--- config.mk ---
export PLATFORM = sky130hd
export DESIGN_NAME = irqc_top
export DESIGN_NICKNAME = d
export VERILOG_FILES = /design/src/rtl/irqc_pkg.sv /design/src/rtl/irqc_prio_enc.sv /design/src/rtl/irqc_rd_mux.sv /design/src/rtl/irqc_top.sv
export SDC_FILE = /design/constraint.sdc
export NUM_CORES = 1
export LEC_CHECK = 0
export BUFFER_PORTS_ARGS = -buffer_cell sky130_fd_sc_hd__buf_2
export CORE_ASPECT_RATIO = 0.7
export CORE_MARGIN = 3
export CORE_UTILIZATION = 39
export CTS_CLUSTER_DIAMETER = 100
export DETAILED_ROUTE_END_ITERATION = 8
export GPL_TIMING_DRIVEN = 0
export PLACE_DENSITY = 0.64
export SETUP_SLACK_MARGIN = 0.05
export SYNTH_ARGS = -nofsm -noshare
export SYNTH_HDL_FRONTEND = slang
export SYNTH_SLANG_ARGS = --single-unit
--- constraint.sdc ---
create_clock -name clk -period 3.45 [get_ports clk]
set_input_delay 0.69 -clock clk [delete_from_list [all_inputs] [get_ports clk]]
set_output_delay 0.69 -clock clk [all_outputs]
set_load 0.02 [all_outputs]
--- src/rtl/irqc_pkg.sv ---
package irqc_pkg;
    localparam int IRQC_EN_HI   = 7;
    localparam int IRQC_EN_LO   = 8;
    localparam int IRQC_PND_HI  = 9;
    localparam int IRQC_PND_LO  = 10;
    localparam int IRQC_ISV_HI  = 11;
    localparam int IRQC_ISV_LO  = 12;
    localparam int IRQC_MSK_HI  = 13;
    localparam int IRQC_MSK_LO  = 14;
    localparam int IRQC_CTRL    = 15;
endpackage

--- src/rtl/irqc_prio_enc.sv ---
module irqc_prio_enc #(
    parameter int N   = 16,
    localparam int IW = $clog2(N)
) (
    input  logic [N-1:0]  vec,
    output logic          found,
    output logic [IW-1:0] idx
);
    // Highest set bit wins: later iterations overwrite earlier ones.
    always_comb begin
        found = 1'b0;
        idx   = '0;
        for (int i = 0; i < N; i++) begin
            if (vec[i]) begin
                found = 1'b1;
                idx   = IW'(i);
            end
        end
    end
endmodule

--- src/rtl/irqc_rd_mux.sv ---
module irqc_rd_mux
    import irqc_pkg::*;
#(
    parameter int BANK_W = 8,
    parameter int ADDR_W = 4,
    localparam int CH    = 2 * BANK_W
) (
    input  logic [ADDR_W-1:0] addr,
    input  logic [CH-1:0]     en,
    input  logic [CH-1:0]     mask,
    input  logic [CH-1:0]     pend,
    input  logic [CH-1:0]     isv,
    input  logic              soft_eoi,
    output logic [BANK_W-1:0] rdata
);
    always_comb begin
        rdata = '0;
        case (addr)
            ADDR_W'(IRQC_EN_HI):  rdata = en[CH-1:BANK_W];
            ADDR_W'(IRQC_EN_LO):  rdata = en[BANK_W-1:0];
            ADDR_W'(IRQC_PND_HI): rdata = pend[CH-1:BANK_W];
            ADDR_W'(IRQC_PND_LO): rdata = pend[BANK_W-1:0];
            ADDR_W'(IRQC_ISV_HI): rdata = isv[CH-1:BANK_W];
            ADDR_W'(IRQC_ISV_LO): rdata = isv[BANK_W-1:0];
            ADDR_W'(IRQC_MSK_HI): rdata = mask[CH-1:BANK_W];
            ADDR_W'(IRQC_MSK_LO): rdata = mask[BANK_W-1:0];
            ADDR_W'(IRQC_CTRL):   rdata = BANK_W'(soft_eoi);
            default:              rdata = '0;
        endcase
    end
endmodule

--- src/rtl/irqc_top.sv ---
module irqc_top
    import irqc_pkg::*;
#(
    parameter int BANK_W = 8,
    parameter int ADDR_W = 4,
    localparam int CH    = 2 * BANK_W,
    localparam int ID_W  = $clog2(CH)
) (
    input  logic              clk,
    input  logic              rst_n,
    input  logic [ADDR_W-1:0] addr,
    input  logic              wr_en,
    input  logic [BANK_W-1:0] wdata,
    output logic [BANK_W-1:0] rdata,
    input  logic [CH-1:0]     evt,
    input  logic              ack,
    output logic              irq_n,
    output logic              ack_vld,
    output logic [ID_W-1:0]   ack_id
);
    typedef struct packed {
        logic [CH-1:0]   en;
        logic [CH-1:0]   mask;
        logic [CH-1:0]   pend;
        logic [CH-1:0]   isv;
        logic            soft_eoi;
        logic            ack_vld;
        logic [ID_W-1:0] ack_id;
    } state_t;

    state_t st_d, st_q;

    logic [CH-1:0]   en_q, mask_q, pend_q, isv_q;
    logic            soft_eoi_q;
    logic            req_any, isv_any, grant;
    logic [ID_W-1:0] req_idx, isv_idx;

    assign en_q       = st_q.en;
    assign mask_q     = st_q.mask;
    assign pend_q     = st_q.pend;
    assign isv_q      = st_q.isv;
    assign soft_eoi_q = st_q.soft_eoi;

    irqc_prio_enc #(.N(CH)) u_req_enc (
        .vec   (st_q.pend & ~st_q.mask),
        .found (req_any),
        .idx   (req_idx)
    );

    irqc_prio_enc #(.N(CH)) u_isv_enc (
        .vec   (st_q.isv),
        .found (isv_any),
        .idx   (isv_idx)
    );

    assign grant = req_any && (!isv_any || (req_idx > isv_idx));

    always_comb begin
        st_d         = st_q;
        st_d.ack_vld = 1'b0;
        if (wr_en) begin
            case (addr)
                ADDR_W'(IRQC_EN_HI):  st_d.en[CH-1:BANK_W]     = wdata;
                ADDR_W'(IRQC_EN_LO):  st_d.en[BANK_W-1:0]      = wdata;
                ADDR_W'(IRQC_MSK_HI): st_d.mask[CH-1:BANK_W]   = wdata;
                ADDR_W'(IRQC_MSK_LO): st_d.mask[BANK_W-1:0]    = wdata;
                ADDR_W'(IRQC_PND_HI): st_d.pend[CH-1:BANK_W]   = st_q.pend[CH-1:BANK_W] & wdata;
                ADDR_W'(IRQC_PND_LO): st_d.pend[BANK_W-1:0]    = st_q.pend[BANK_W-1:0] & wdata;
                ADDR_W'(IRQC_ISV_HI): st_d.isv[CH-1:BANK_W]    = st_q.isv[CH-1:BANK_W] & wdata;
                ADDR_W'(IRQC_ISV_LO): st_d.isv[BANK_W-1:0]     = st_q.isv[BANK_W-1:0] & wdata;
                ADDR_W'(IRQC_CTRL):   st_d.soft_eoi            = wdata[0];
                default: ;
            endcase
        end
        if (ack && grant) begin
            st_d.pend[req_idx] = 1'b0;
            if (st_q.soft_eoi) begin
                st_d.isv[req_idx] = 1'b1;
            end
            st_d.ack_vld = 1'b1;
            st_d.ack_id  = req_idx;
        end
        // Disabled channels lose pending state; new events on enabled ones win.
        st_d.pend = (st_d.pend & st_d.en) | (evt & st_d.en);
    end

    always_ff @(posedge clk or negedge rst_n) begin
        if (!rst_n) begin
            st_q <= '0;
        end else begin
            st_q <= st_d;
        end
    end

    irqc_rd_mux #(.BANK_W(BANK_W), .ADDR_W(ADDR_W)) u_rd_mux (
        .addr     (addr),
        .en       (st_q.en),
        .mask     (st_q.mask),
        .pend     (st_q.pend),
        .isv      (st_q.isv),
        .soft_eoi (st_q.soft_eoi),
        .rdata    (rdata)
    );

    assign irq_n   = ~grant;
    assign ack_vld = st_q.ack_vld;
    assign ack_id  = st_q.ack_id;
endmodule

==> results.toml, run 1 <==
[run]
cap_violations = 0

[grt]
track_usage = 0.2496
grt_pass1_wl_um = 22360
grt_pass1_vias = 3852
antenna_found_initial = 0
grt_overflow = 0
grt_max_degree = 71

[drt]
firstDrtPassIters = 6
vias_per_cell = 6.294
dr_total_vias = 4028
drt_wl_total_um = 14610
routedWlPerCell_um = 22.82
drc = 0
first_iter_violations = 408
ant_nets = 0

[logic_synthesis]
ys.flop_type = "dfrtp_1"
synth_edf_count = 0
avgSynthCellArea_um2 = 9.366
syn-num-nets = 483
synth_cell_types = 56
syn-cell-area_um2 = 4187
synthArstFlopShare = 1.000
syn_inst = 447
ys_warn_count = 0
synth-seq-area-share = 0.4184
synth_seq_cells = 70

[floorplanning]
pin_count = 46
rows = 30
start_util = 0.4162
fp.coreArea_um2 = 10060
die_width_um = 129.8
dieArea_um2 = 12030
die_y_um = 92.69

[timing]
fin_crit_ns = 3.370
setup_tns_ns = 0
clock.fmax_ghz = 0.2968
finalCritPeriodShare = 0.9768
finalMaxSlewViolations = 0
rsz0062_at_grt = "true"
worst_clock_skew_ns = 0.006462
setup_viol = 0
hold_violations = 0
slew_headroom = 0.3137
tightest_slew_ns = 1.016

[setup_path]
r2r_slack_ns = 0.25
worstPathArrival_ns = 2.68
crit_buf_inv = 1
endpoint_kind = "primary output"
crit_family = "simple AND/OR/NAND/NOR gates"
reg2reg_from = "pend_q[15]$_DFF_PN0_"
timing.rr.end = "pend_q[1]$_DFF_PN0_"
criticalPathCategory = "reg -> out"
cp.required_ns = 2.76
cpPeakStageDelay_ns = 0.42
reg2reg_depth = 11
critPathSlowestCell = "nor2b_1"
critPathMaxFanout = 7
crit_path_start_kind = "flip-flop"
cp_common_cell = "nand4_1"
worstPathCellList = "or2b_4, nand4_1, nor2b_1, nor2_1, ha_1, nand4_1, a21boi_1, o21ai_0, buf_2"

[layout]
final_common_cell = "dfrtp_1"
area_growth_pct = 19.07
drive_above_1_share = 0.2695
finalNonFillerCells = 640
nets = 543
layout_common_cells = "dfrtp_1 (69), buf_2 (45), mux2_2 (37), nand2_1 (35), o21ai_0 (33)"
utilization = 0.4955
n_antenna_cell = 0

[power]
ir_drop_v = 0.0003110
power.leakage_nw = 2.134
power_density_nw_per_um2 = 825.0

[clocking]
clockRootBuffer = "clkbuf_16"
numClockSinks = 70
cts_tree = "done"
path_clk_slew_ns = 0.06
cts_hold_buf = 0
cts_buffers = 9
htreeDepth = 3
cts_max_path_buffers = 2
clock_latency_ns = 0.34

[placement]
dp_cells = 620
io_buffers = 45
place.gp.congestion = 0.9968
place_hpwl_um = 10830

[run_status]
outcome = "finished, final reports clean"

[hold_path]
holdCritPathClass = "in -> async"
[per-layer routing]
layer	global-route usage	vias to the layer above	routed length (um)
met4	0.07093	0	314
met1	0.3717	1993	6626
li1	-	1776	-
met3	0.06628	32	1590
met5	0	-	0
met2	0.3533	227	6076
[power by group]
| group | internal (mW) | switching [mW] |
|---|---|---|
| Combinational | 0.729 | 1.16 |
| Clock | 0.560 | 0.374 |
| Sequential | 1.05 | 0.239 |
| Total | 2.34 | 1.78 |
[worst max-delay path by stage]
stage / from / end / depth (start not counted)
detailed placement: pend_q[2]$_DFF_PN0_ / pend_q[1]$_DFF_PN0_ / 12
global route: mask_q[10]$_DFFE_PN0P_ / irq_n / 12
finish: pend_q[15]$_DFF_PN0_ / irq_n / 9
global placement: pend_q[2]$_DFF_PN0_ / pend_q[1]$_DFF_PN0_ / 12
floorplan: pend_q[2]$_DFF_PN0_ / irq_n / 10
CTS: pend_q[2]$_DFF_PN0_ / irq_n / 11
[cell usage after synthesis (5+ instances only)]
cell type | count | area, um2
a21boi_0 | 11 | 82.58
a21oi_1 | 22 | 110.1
a222oi_1 | 5 | 50.05
a22oi_1 | 8 | 60.06
a31oi_1 | 18 | 112.6
a32o_1 | 6 | 60.06
clkbuf_1 | 13 | 48.80
dfrtp_1 | 70 | 1752
inv_1 | 21 | 78.83
mux2_2 | 37 | 416.7
nand2_1 | 36 | 135.1
nand2b_1 | 21 | 131.4
nand3_1 | 8 | 40.04
nor2_1 | 32 | 120.1
nor2b_1 | 22 | 137.6
nor3_1 | 5 | 25.02
o211ai_1 | 5 | 37.54
o21a_1 | 5 | 37.54
o21ai_0 | 34 | 170.2
o31ai_1 | 6 | 45.04
[cell families after synthesis]
family,Yosys count,share of synthesized area
muxes,40,0.1097
AOI/OAI and AO/OA,146,0.2355
DFF,70,0.4184
buffers and inverters,37,0.03318
and+or+nand+nor,150,0.1913
adders and majority gates,4,0.01196
[flip-flops by register name, indices dropped and copies added, names as in the netlist]
signal / cells
en_q: 16
mask_q: 16
isv_q: 16
pend_q: 16
soft_eoi_q: 1
ack_id: 4
ack_vld: 1
[per-stage QoR]
stage	worst slack, ns	hold WS (ns)	area, um2	power, mW
2_1_floorplan	0.2134	0.3944	4187	2.394
3_3_place_gp	-0.5240	0.4894	4572	2.972
3_5_place_dp	-0.4525	0.4986	4574	3.005
4_1_cts	-0.01781	0.5090	4913	3.995
5_1_grt	-0.04659	0.5198	4985	4.345
6_report	0.08018	0.4748	4985	4.113
[repair_timing]
action | CTS | global route
hold endpoints to repair | 0 | 0
pin swaps | 2 | 4
buffers inserted | 1 | 3
endpoints found under the setup margin | 39 | 18
resized for setup | 12 | 25
[cell type report]
class | instances | area [um2]
clock inverter | 7 | 73.82
inverter | 23 | 88.84
multi-input combinational | 340 | 2360
clock buffer | 9 | 225.2
timing repair buffer | 49 | 257.7
buffer | 14 | 66.31
fill | 969 | 5075
sequential | 70 | 1753
tap | 128 | 160.2
Note: power is estimated with default switching activity, not from simulation.
==> run 2: changes to the inputs <==
- clock period: 3.45 -> 4.3 ns (I/O delays scaled with it)
==> run 2 against run 1 <==
  * Total power is 22% lower
  * Final cell count is 0.63% lower
  * Setup slack better by 0.13 ns
  * Worst hold slack better by 0.032 ns
  * Via count is 0.27% higher
  * Critical path type unchanged
  * Highest routed layer unchanged
==> results.toml, run 2 (synthesized netlist as in run 1, its figures left out) <==
[power]
power.leakage_nw = 2.078
power_density_nw_per_um2 = 654.1
p_comb_frac = 0.444
p_switching_mw = 1.381
seqPwrFrac = 0.322
switching_share = 0.4325
clkPwrFrac = 0.234
internal_power_mw = 1.811
ir_drop_v = 0.0002486

[layout]
final_common_cell = "dfrtp_1"
nets = 539
area_growth_pct = 16.56
drive_above_1_share = 0.2244
layout_common_cells = "dfrtp_1 (70), buf_2 (44), mux2_2 (37), nand2_1 (36), o21ai_0 (34)"
n_antenna_cell = 0
finalNonFillerCells = 636
utilization = 0.4851
nFillCells = 978

[clocking]
post_cts_buffers = 0
clockRootBuffer = "clkbuf_16"
cts_hold_buf = 0
clock_latency_ns = 0.34
cts_max_path_buffers = 2
htreeDepth = 3
path_clk_slew_ns = 0.06
cts_buffers = 9
numClockSinks = 70
cts_tree = "done"

[setup_path]
worstPathArrival_ns = 3.23
critPathSlowestCell = "a21oi_2"
crit_path_start_kind = "flip-flop"
endpoint_kind = "primary output"
cp.required_ns = 3.44
worstPathCellList = "nor2b_1, o211ai_1, nand4_1, a21oi_2, inv_1, ha_1, nor2b_1, o211ai_1, a21boi_0, o21ai_0, buf_2"
critPathMaxFanout = 8
cpPeakStageDelay_ns = 0.50
criticalPathCategory = "reg -> out"

[timing]
tightest_slew_ns = 1.042
setup_viol = 0
worst_clock_skew_ns = 0.005189
finalMaxSlewViolations = 0
whs_ns = 0.5064
setup_tns_ns = 0
clock.fmax_ghz = 0.2448
hold_violations = 0
rsz0062_at_grt = "false"
finalCritPeriodShare = 0.9502
slew_headroom = 0.3030
fin_crit_ns = 4.086

[floorplanning]
die_y_um = 92.69
die_width_um = 129.8
pin_count = 46
dieArea_um2 = 12030
fp.coreArea_um2 = 10060
rows = 30
start_util = 0.4162

[grt]
grt_overflow = 0
antenna_found_initial = 0
track_usage = 0.2490
grt_pass1_vias = 3837
grt_max_degree = 71
grt_pass1_wl_um = 22290

[drt]
vias_per_cell = 6.351
first_iter_violations = 501
ant_nets = 0
drc = 0
drt_wl_total_um = 14500
firstDrtPassIters = 6
routedWlPerCell_um = 22.80
dr_total_vias = 4039

[placement]
dp_cells = 620
place_hpwl_um = 10830
place.gp.congestion = 0.9968
io_buffers = 45

[run_status]
outcome = "finished, final reports clean"

[run]
cap_violations = 0

[hold_path]
holdCritPathClass = "reg -> reg"
==> run 2: power by group through the flow <==
stage	sequential [mW]	clock, mW	combinational [mW]
floorplan	0.985	0	0.936
global placement	1.02	0	1.36
detailed placement	1.03	0	1.38
CTS	1.02	0.762	1.39
global route	1.04	0.792	1.54
finish	1.03	0.746	1.42
==> run 2: cell type report <==
cell class / count / area, um2 / share of cell area
Buffer: 14 / 55.05 / 0.01128
Clock inverter: 7 / 73.82 / 0.01513
Timing Repair Buffer: 45 / 227.7 / 0.04667
Tap cell: 128 / 160.2 / 0.03282
Clock buffer: 9 / 225.2 / 0.04615
Inverter: 23 / 86.33 / 0.01769
Sequential cell: 70 / 1752 / 0.3590
Multi-Input combinational cell: 340 / 2300 / 0.4713
==> run 2: stage by stage <==
stage | worst slack (ns) | cell area [um2] | power [mW]
2_1_floorplan | 0.8934 | 4187 | 1.921
3_3_place_gp | 0.08664 | 4572 | 2.384
3_5_place_dp | 0.06286 | 4574 | 2.411
4_1_cts | 0.07371 | 4877 | 3.176
5_1_grt | 0.06956 | 4880 | 3.378
6_report | 0.2142 | 4880 | 3.192
==> run 2: repair_timing <==
action | in CTS | in global routing
gates resized for setup | 1 | 4
cloned | 0 | 0
endpoints found under the setup margin | 1 | 3
pin swaps | 0 | 0
==> run 2: worst max-delay path: cells and delay by family (launching register included) <==
kind	cells	cell delay, ns
AOI/OAI and AO/OA	5	1.22
adders and majority gates	1	0.33
buffers and inverters	2	0.40
DFF	1	0.41
and+or+nand+nor	3	0.52
==> run 2: metal layers <==
layer,global-route usage,vias to the layer above,part of all wire
li1,-,1774,-
met1,0.3724,1969,0.45
met2,0.3525,267,0.41
met3,0.06513,29,0.12
met4,0.06834,0,0.020
met5,0,-,0
==> run 2: path summary, 6_finish.rpt <==
check	from	to	slack, ns	cells past startpoint
worst min-delay path	ack_id[3]$_DFFE_PN0N_	ack_id[3]$_DFFE_PN0N_	0.51	1
min in group asynchronous	rst_n	mask_q[1]$_DFFE_PN0P_	0.65	1
max in group asynchronous	rst_n	mask_q[5]$_DFFE_PN0P_	3.06	1
worst max register to register	pend_q[11]$_DFF_PN0_	pend_q[1]$_DFF_PN0_	0.48	13
worst min register to register	ack_id[3]$_DFFE_PN0N_	ack_id[3]$_DFFE_PN0N_	0.51	1
worst max-delay path	pend_q[2]$_DFF_PN0_	irq_n	0.21	11
